==> config.mk <==
export PLATFORM = sky130hd
export DESIGN_NAME = intr_vector_ctrl
export DESIGN_NICKNAME = d
export VERILOG_FILES = /design/src/rtl/intr_vector_pkg.sv /design/src/rtl/intr_vector_decode.sv /design/src/rtl/intr_vector_datapath.sv /design/src/rtl/intr_vector_ctrl.sv
export SDC_FILE = /design/constraint.sdc
export NUM_CORES = 2
export LEC_CHECK = 0
export ABC_AREA = 0
export CORE_MARGIN = 1.5
export CORE_UTILIZATION = 52
export CTS_BUF_LIST = sky130_fd_sc_hd__clkbuf_16
export CTS_CLUSTER_SIZE = 14
export DETAILED_ROUTE_END_ITERATION = 12
export PLACE_DENSITY_LB_ADDON = 0.12
export SLEW_MARGIN = 25
export SYNTH_ARGS = -nofsm -noshare
export SYNTH_HDL_FRONTEND = slang
export SYNTH_SLANG_ARGS = --single-unit
export TNS_END_PERCENT = 10
==> constraint.sdc <==
create_clock -name clk -period 4.7 [get_ports clk]
set_clock_uncertainty 0.05 [all_clocks]
set_input_delay 0.94 -clock clk [delete_from_list [all_inputs] [get_ports clk]]
set_output_delay 0.94 -clock clk [all_outputs]
set_load 0.05 [all_outputs]
==> src/rtl/intr_vector_pkg.sv <==
package intr_vector_pkg;
  localparam int NUM_SRC    = 32;
  localparam int NUM_SLOT   = 16;
  localparam int DATA_W     = 32;
  localparam int ADDR_W     = 6;
  localparam int SRC_W      = $clog2(NUM_SRC);
  localparam int SLOT_IDX_W = $clog2(NUM_SLOT);

  localparam logic [ADDR_W-1:0] ADR_ENABLE   = 6'h00;
  localparam logic [ADDR_W-1:0] ADR_FASTSEL  = 6'h01;
  localparam logic [ADDR_W-1:0] ADR_RAW      = 6'h04;
  localparam logic [ADDR_W-1:0] ADR_FASTSTAT = 6'h05;
  localparam logic [ADDR_W-1:0] ADR_NORMSTAT = 6'h06;
  localparam logic [ADDR_W-1:0] ADR_VECT     = 6'h07;
  localparam logic [ADDR_W-1:0] ADR_DEFAULT  = 6'h08;
  localparam logic [1:0]        PAGE_SLOTCTL = 2'b01;
  localparam logic [1:0]        PAGE_SLOTADR = 2'b10;

  typedef enum logic [3:0] {
    RD_NONE, RD_ENABLE, RD_FASTSEL, RD_RAW, RD_FASTSTAT,
    RD_NORMSTAT, RD_VECT, RD_DEFAULT, RD_SLOTCTL, RD_SLOTADR
  } rdSel_t;

  typedef struct packed {
    logic                  wrEnable;
    logic                  wrFastSel;
    logic                  wrDefault;
    logic                  wrSlotCtl;
    logic                  wrSlotAdr;
    logic [SLOT_IDX_W-1:0] slotIdx;
    rdSel_t                rdSel;
  } ctrlStrobe_t;
endpackage

==> src/rtl/intr_vector_decode.sv <==
module intr_vector_decode
  import intr_vector_pkg::*;
(
  input  logic              clk,
  input  logic              rstN,
  input  logic [ADDR_W-1:0] regAddr,
  input  logic              regWrEn,
  output ctrlStrobe_t       strobe
);
  localparam int PAGE_LSB = ADDR_W - 2;

  logic [1:0] page;
  assign page = regAddr[ADDR_W-1:PAGE_LSB];

  always_comb begin
    strobe = '0;
    strobe.rdSel = RD_NONE;
    strobe.slotIdx = regAddr[SLOT_IDX_W-1:0];
    if (page == PAGE_SLOTCTL) begin
      strobe.rdSel = RD_SLOTCTL;
      strobe.wrSlotCtl = regWrEn;
    end else if (page == PAGE_SLOTADR) begin
      strobe.rdSel = RD_SLOTADR;
      strobe.wrSlotAdr = regWrEn;
    end else begin
      case (regAddr)
        ADR_ENABLE:   begin strobe.rdSel = RD_ENABLE;  strobe.wrEnable  = regWrEn; end
        ADR_FASTSEL:  begin strobe.rdSel = RD_FASTSEL; strobe.wrFastSel = regWrEn; end
        ADR_DEFAULT:  begin strobe.rdSel = RD_DEFAULT; strobe.wrDefault = regWrEn; end
        ADR_RAW:      strobe.rdSel = RD_RAW;
        ADR_FASTSTAT: strobe.rdSel = RD_FASTSTAT;
        ADR_NORMSTAT: strobe.rdSel = RD_NORMSTAT;
        ADR_VECT:     strobe.rdSel = RD_VECT;
        default:      strobe.rdSel = RD_NONE;
      endcase
    end
  end

  // a single cycle never writes two registers
  assert_single_write_R11: assert property (@(posedge clk) disable iff (!rstN)
    $onehot0({strobe.wrEnable, strobe.wrFastSel, strobe.wrDefault,
              strobe.wrSlotCtl, strobe.wrSlotAdr}));

  // writes follow the write strobe only
  assert_no_stray_write_R11: assert property (@(posedge clk) disable iff (!rstN)
    !regWrEn |-> !(strobe.wrEnable | strobe.wrFastSel | strobe.wrDefault |
                   strobe.wrSlotCtl | strobe.wrSlotAdr));
endmodule

==> src/rtl/intr_vector_datapath.sv <==
module intr_vector_datapath
  import intr_vector_pkg::*;
#(
  parameter int NSRC  = NUM_SRC,
  parameter int NSLOT = NUM_SLOT,
  parameter int DW    = DATA_W,
  parameter int SW    = SRC_W
) (
  input  logic            clk,
  input  logic            rstN,
  input  logic [NSRC-1:0] reqIn,
  input  ctrlStrobe_t     strobe,
  input  logic [DW-1:0]   wrData,
  output logic [DW-1:0]   rdData,
  output logic            fiqOut,
  output logic            irqOut
);
  localparam int CTL_PAD = DW - SW - 1;
  localparam int SRC_PAD = DW - NSRC;

  logic [NSRC-1:0]  enableReg, fastSelReg;
  logic [DW-1:0]    defaultAddrReg;
  logic [NSLOT-1:0] slotEnReg;
  logic [SW-1:0]    slotSrcReg  [NSLOT];
  logic [DW-1:0]    slotAddrReg [NSLOT];

  logic [NSRC-1:0]  fastLive, normLive;
  logic [NSLOT-1:0] slotHit;
  logic [DW-1:0]    vectNext;

  logic [NSRC-1:0]  rawSnap, fastSnap, normSnap;
  logic [DW-1:0]    vectSnap;
  logic             fiqQ, irqQ;

  // Global configuration registers
  always_ff @(posedge clk or negedge rstN) begin
    if (!rstN) begin
      enableReg      <= '0;
      fastSelReg     <= '0;
      defaultAddrReg <= '0;
    end else begin
      if (strobe.wrEnable)  enableReg      <= wrData[NSRC-1:0];
      if (strobe.wrFastSel) fastSelReg     <= wrData[NSRC-1:0];
      if (strobe.wrDefault) defaultAddrReg <= wrData;
    end
  end

  // Class routing: fast lines are removed from the normal side
  assign fastLive = reqIn & enableReg & fastSelReg;
  assign normLive = reqIn & enableReg & ~fastSelReg;

  // One register set and one matcher per slot
  for (genvar g = 0; g < NSLOT; g++) begin : gSlot
    always_ff @(posedge clk or negedge rstN) begin
      if (!rstN) begin
        slotEnReg[g]   <= 1'b0;
        slotSrcReg[g]  <= '0;
        slotAddrReg[g] <= '0;
      end else begin
        if (strobe.wrSlotCtl && strobe.slotIdx == g[SLOT_IDX_W-1:0]) begin
          slotEnReg[g]  <= wrData[SW];
          slotSrcReg[g] <= wrData[SW-1:0];
        end
        if (strobe.wrSlotAdr && strobe.slotIdx == g[SLOT_IDX_W-1:0])
          slotAddrReg[g] <= wrData;
      end
    end

    assign slotHit[g] = slotEnReg[g] & normLive[slotSrcReg[g]];

    // a disabled slot never matches
    assert_disabled_slot_R9: assert property (@(posedge clk) disable iff (!rstN)
      !slotEnReg[g] |-> !slotHit[g]);
  end

  // Fixed priority: the lowest slot index wins
  always_comb begin
    vectNext = defaultAddrReg;
    for (int i = NSLOT - 1; i >= 0; i--) begin
      if (slotHit[i]) vectNext = slotAddrReg[i];
    end
  end

  // Snapshot and output registers
  always_ff @(posedge clk or negedge rstN) begin
    if (!rstN) begin
      rawSnap  <= '0;
      fastSnap <= '0;
      normSnap <= '0;
      vectSnap <= '0;
      fiqQ     <= 1'b0;
      irqQ     <= 1'b0;
    end else begin
      rawSnap  <= reqIn;
      fastSnap <= fastLive;
      normSnap <= normLive;
      vectSnap <= vectNext;
      fiqQ     <= |fastLive;
      irqQ     <= |normLive;
    end
  end

  assign fiqOut = fiqQ;
  assign irqOut = irqQ;

  // Read multiplexer
  always_comb begin
    case (strobe.rdSel)
      RD_ENABLE:   rdData = {{SRC_PAD{1'b0}}, enableReg};
      RD_FASTSEL:  rdData = {{SRC_PAD{1'b0}}, fastSelReg};
      RD_RAW:      rdData = {{SRC_PAD{1'b0}}, rawSnap};
      RD_FASTSTAT: rdData = {{SRC_PAD{1'b0}}, fastSnap};
      RD_NORMSTAT: rdData = {{SRC_PAD{1'b0}}, normSnap};
      RD_VECT:     rdData = vectSnap;
      RD_DEFAULT:  rdData = defaultAddrReg;
      RD_SLOTCTL:  rdData = {{CTL_PAD{1'b0}}, slotEnReg[strobe.slotIdx],
                             slotSrcReg[strobe.slotIdx]};
      RD_SLOTADR:  rdData = slotAddrReg[strobe.slotIdx];
      default:     rdData = '0;
    endcase
  end

  // fast output follows enabled fast requests one cycle later
  assert_fiq_latency_R2: assert property (@(posedge clk) disable iff (!rstN)
    1'b1 |=> fiqOut == $past(|(reqIn & enableReg & fastSelReg)));

  // normal output follows enabled non-fast requests one cycle later
  assert_irq_latency_R4: assert property (@(posedge clk) disable iff (!rstN)
    1'b1 |=> irqOut == $past(|(reqIn & enableReg & ~fastSelReg)));

  // no source is in both status words
  assert_class_exclusive_R6: assert property (@(posedge clk) disable iff (!rstN)
    (fastSnap & normSnap) == '0);

  // the default address is captured when no slot matches
  assert_vect_default_R10: assert property (@(posedge clk) disable iff (!rstN)
    (slotHit == '0) |=> vectSnap == $past(defaultAddrReg));

  // a match always raises the normal output next cycle
  assert_hit_implies_irq_R8: assert property (@(posedge clk) disable iff (!rstN)
    (slotHit != '0) |=> irqOut);
endmodule

==> src/rtl/intr_vector_ctrl.sv <==
module intr_vector_ctrl
  import intr_vector_pkg::*;
(
  input  logic               clk,
  input  logic               rstN,
  input  logic [NUM_SRC-1:0] reqIn,
  input  logic [ADDR_W-1:0]  regAddr,
  input  logic               regWrEn,
  input  logic [DATA_W-1:0]  regWrData,
  output logic [DATA_W-1:0]  regRdData,
  output logic               fiqOut,
  output logic               irqOut
);
  ctrlStrobe_t strobe;

  intr_vector_decode u_decode (
    .clk     (clk),
    .rstN    (rstN),
    .regAddr (regAddr),
    .regWrEn (regWrEn),
    .strobe  (strobe)
  );

  intr_vector_datapath #(
    .NSRC  (NUM_SRC),
    .NSLOT (NUM_SLOT),
    .DW    (DATA_W),
    .SW    (SRC_W)
  ) u_datapath (
    .clk    (clk),
    .rstN   (rstN),
    .reqIn  (reqIn),
    .strobe (strobe),
    .wrData (regWrData),
    .rdData (regRdData),
    .fiqOut (fiqOut),
    .irqOut (irqOut)
  );
endmodule

==> results.md <==
- Status: completed
- Crit path launch type: input port
- FF+latch count, synth: approximately 830
- HP Class: in2async
- PwrDens: 375 nW/µm²
- Via/cell ratio: a little over 7
- Crit-path cells: dlygate4sd2_1 -> inv_1 -> ha_2 -> buf_4 -> a41oi_2 -> nor2_1 -> nand2_1 -> buf_4 -> nor2_4 -> buf_12 -> a222oi_1 -> a31oi_1 -> buf_12
- Syn Inst Count: about 3,600
- Largest net degree at the start of global routing: a little over 100
- Final WL: about 190,000 µm
- Layout Utilization: 0.629
- Area of the core: approximately 87,000 µm²
- Nets@finish: between 3,000 and 4,000
- CP delay by family, top: compound AO/OA/AOI/OAI gates
- Clock Sinks: ~830
- Most frequent cells after synthesis: dfrtp_1 (834), mux2_2 (702), mux4_2 (285)
- Distinct cells, synth: 95
- CTS tree: done
- Post-Layout Cell Count: slightly above 5,000
- Post-Synthesis Mean Instance Area: between 10 and 15 µm²
- Initial core utilization: 0.528
- Die H: 301 µm
- Tcrit/Tclk final: 0.998
- Top Ports: roughly 110
- Total of max-cap violations: 0
- Crit path kind: in2out
- Post-route ant nets: 0
- Endpoints failing setup: 0
- Via count: approximately 37,000
- Reg clk slew, reported paths: about 0.06 ns
- FILL cells: approximately 6,800
- Reg2Reg Depth: 13
- Routability Congestion: 1.03
- Cell taking the most area after synthesis: dfrtp_1
- Actual slew at the worst max-slew pin: 1.10 ns
- Req. time, crit path: 3.71 ns
- H-tree depth: 3
- Area share of the largest cell type after synthesis: 0.453
- Synth top area cells: dfrtp_1 (45%), mux2_2 (17%), mux4_2 (14%), clkbuf_1 (1.7%), a22oi_1 (1.6%)
- Crit Path Max Fanout: 21
- CTS Root Cell: clkbuf_16
- Post-synth EDFFs: 0
- Worst path depth: 13
- Crit path time final: 4.69 ns
- WP data arrival: roughly 3.7 ns
- Storage cell area: about 21,000 µm²
- Count leader, synth: dfrtp_1
- Post-route DRC: 0
- Die ar.: 90,400 µm²
- Post-synthesis cell area: about 46,000 µm²
- Sequential fraction of the synthesis area: 0.453
- Clk buf depth: 3
- Async S/R FF share, synth: 1.00
- Multi-input logic area: 23,700 µm²
- First-pass GRT wire length: between 200,000 and 300,000 µm
- Initial antenna violation count: 7
- YS warnings: 0
- Peak supply drop: 0.346 mV
- Final setup margin: around 0.0097 ns
- Clock Latency Late Sink: 0.69 ns
- Leak pwr: between 20 and 25 nW
- Max Fclk: between 0.2 and 0.25 GHz
- Syn Nets: roughly 3,700
- Drt wl/cell: between 30 and 40 µm
- Die Wd: 301 µm
- Hold Fails Final Rpt: 0
- Global route total overflow: 0
- Num CTS Buffers: 93
- # rows: about 110
- RSZ-0062 raised after global routing: true
- Post-CTS Hold Buffers: 0
- Pre-CTS setup slack: -0.870 ns
- Final slew viol count: 0
- Max stage delay cell, worst path: a222oi_1
- Dpl hpwl: between 100,000 and 150,000 µm
- Slowest stage delay, CP: between 0.6 and 0.7 ns
- CP endpoint kind: output port
- 1st-iter DRT viols: 4,840
- Vias in the first global route: about 37,000
- GRT Resource Usage Total: 0.413
- Ys flop type: dfrtp_1
- Cells after DPL: about 4,900
- First-pass iteration count of the detailed router: 6
- Worst slew margin: 0.264
- I/O Buffers: roughly 110
- CP Buf/Inv Count: 6
- Layout cell share with drive strength beyond 1: 0.439
- Layout area overhead: 19.2%
[sequential cells by signal, indices dropped and copies added, names as in the netlist]
signal and count:
u_datapath.slotAddrReg 512, u_datapath.vectSnap 32, u_datapath.slotSrcReg 80, u_datapath.fiqOut 1, u_datapath.normSnap 32, u_datapath.rawSnap 32
u_datapath.enableReg 32, u_datapath.fastSnap 32, u_datapath.fastSelReg 32, u_datapath.irqOut 1, u_datapath.defaultAddrReg 32, u_datapath.slotEnReg 16
[cell usage in the layout (no fill, tap or decap), types with 22 or more instances in the layout]
cell / n
buf_4: 349
buf_12: 118
o311ai_0: 22
clkdlybuf4s50_1: 60
nor3_1: 37
nand2b_1: 29
o21ai_0: 67
mux4_2: 285
nand3b_1: 26
a22o_1: 24
o211ai_1: 66
a221oi_1: 59
mux2i_1: 52
clkbuf_16: 95
a31oi_1: 60
o22ai_1: 89
dfrtp_1: 833
o221ai_1: 31
clkinv_1: 25
mux2_2: 702
nor2_1: 91
and3_1: 40
nand2_1: 156
a22oi_1: 96
a21oi_1: 55
inv_1: 67
[cell families after synthesis]
kind of cell / after synthesis / share of synthesized area
flip-flops: 834 / 0.453
adder cells (fa/ha/maj): 4 / 0.00109
multiplexers: 1043 / 0.323
AND/OR/NAND/NOR: 530 / 0.0643
buffers and inverters: 441 / 0.0420
AO/OA/AOI/OAI: 731 / 0.116
[power breakdown]
part	leakage [nW]	internal (W)	switching, W
registers	11.1	0.00801	0.00100
logic	11.7	0.00226	0.00226
clock network	1.49	0.00393	0.00314
[per-stage QoR]
stage	hold WS [ns]	setup TNS (ns)	power, W	instance area, µm²
after floorplan	0.439	-3.31	0.0113	46100
after global placement	0.451	-25.95	0.0133	51600
after detailed placement	0.462	-21.05	0.0134	51600
after CTS	0.332	0	0.0205	54800
after global routing	0.311	-0.0762	0.0213	54900
final	0.259	0	0.0206	54900
[repair_timing]
action	CTS	global route
gates resized for setup	34	16
pin swaps	3	3
cloned	1	0
buffers inserted	11	0
setup endpoints to repair	32	22
[routing by layer]
layer	global-route usage	wire [µm]	vias up
li1	-	-	14500
met1	0.557	71100	19100
met2	0.620	83100	2496
met3	0.117	21500	529
met4	0.191	9270	2
met5	0	13	-
[final timing paths]
check | start | to | slack (ns)
worst max register to register | u_datapath.slotSrcReg[15] | u_datapath.vectSnap[1] | 0.19
min in group clk | u_datapath.slotAddrReg[426] | u_datapath.slotAddrReg[426] | 0.48
worst max-delay path | regAddr[4] | regRdData[0] | 0.01
max in group asynchronous | rstN | u_datapath.slotAddrReg[416] | 3.04
worst min-delay path | rstN | u_datapath.enableReg[22] | 0.26
worst min register to register | u_datapath.slotAddrReg[426] | u_datapath.slotAddrReg[426] | 0.48
[cell type report]
cell class                 count  area share
clock inverter                72     0.00937
tap                         1155      0.0263
timing repair buffer         545       0.105
clock buffer                  95      0.0433
inverter                      60     0.00410
multi-input combinational   2308       0.431
sequential                   834       0.380
antenna                        6    0.000274
Power figures use the tool's default switching activity.
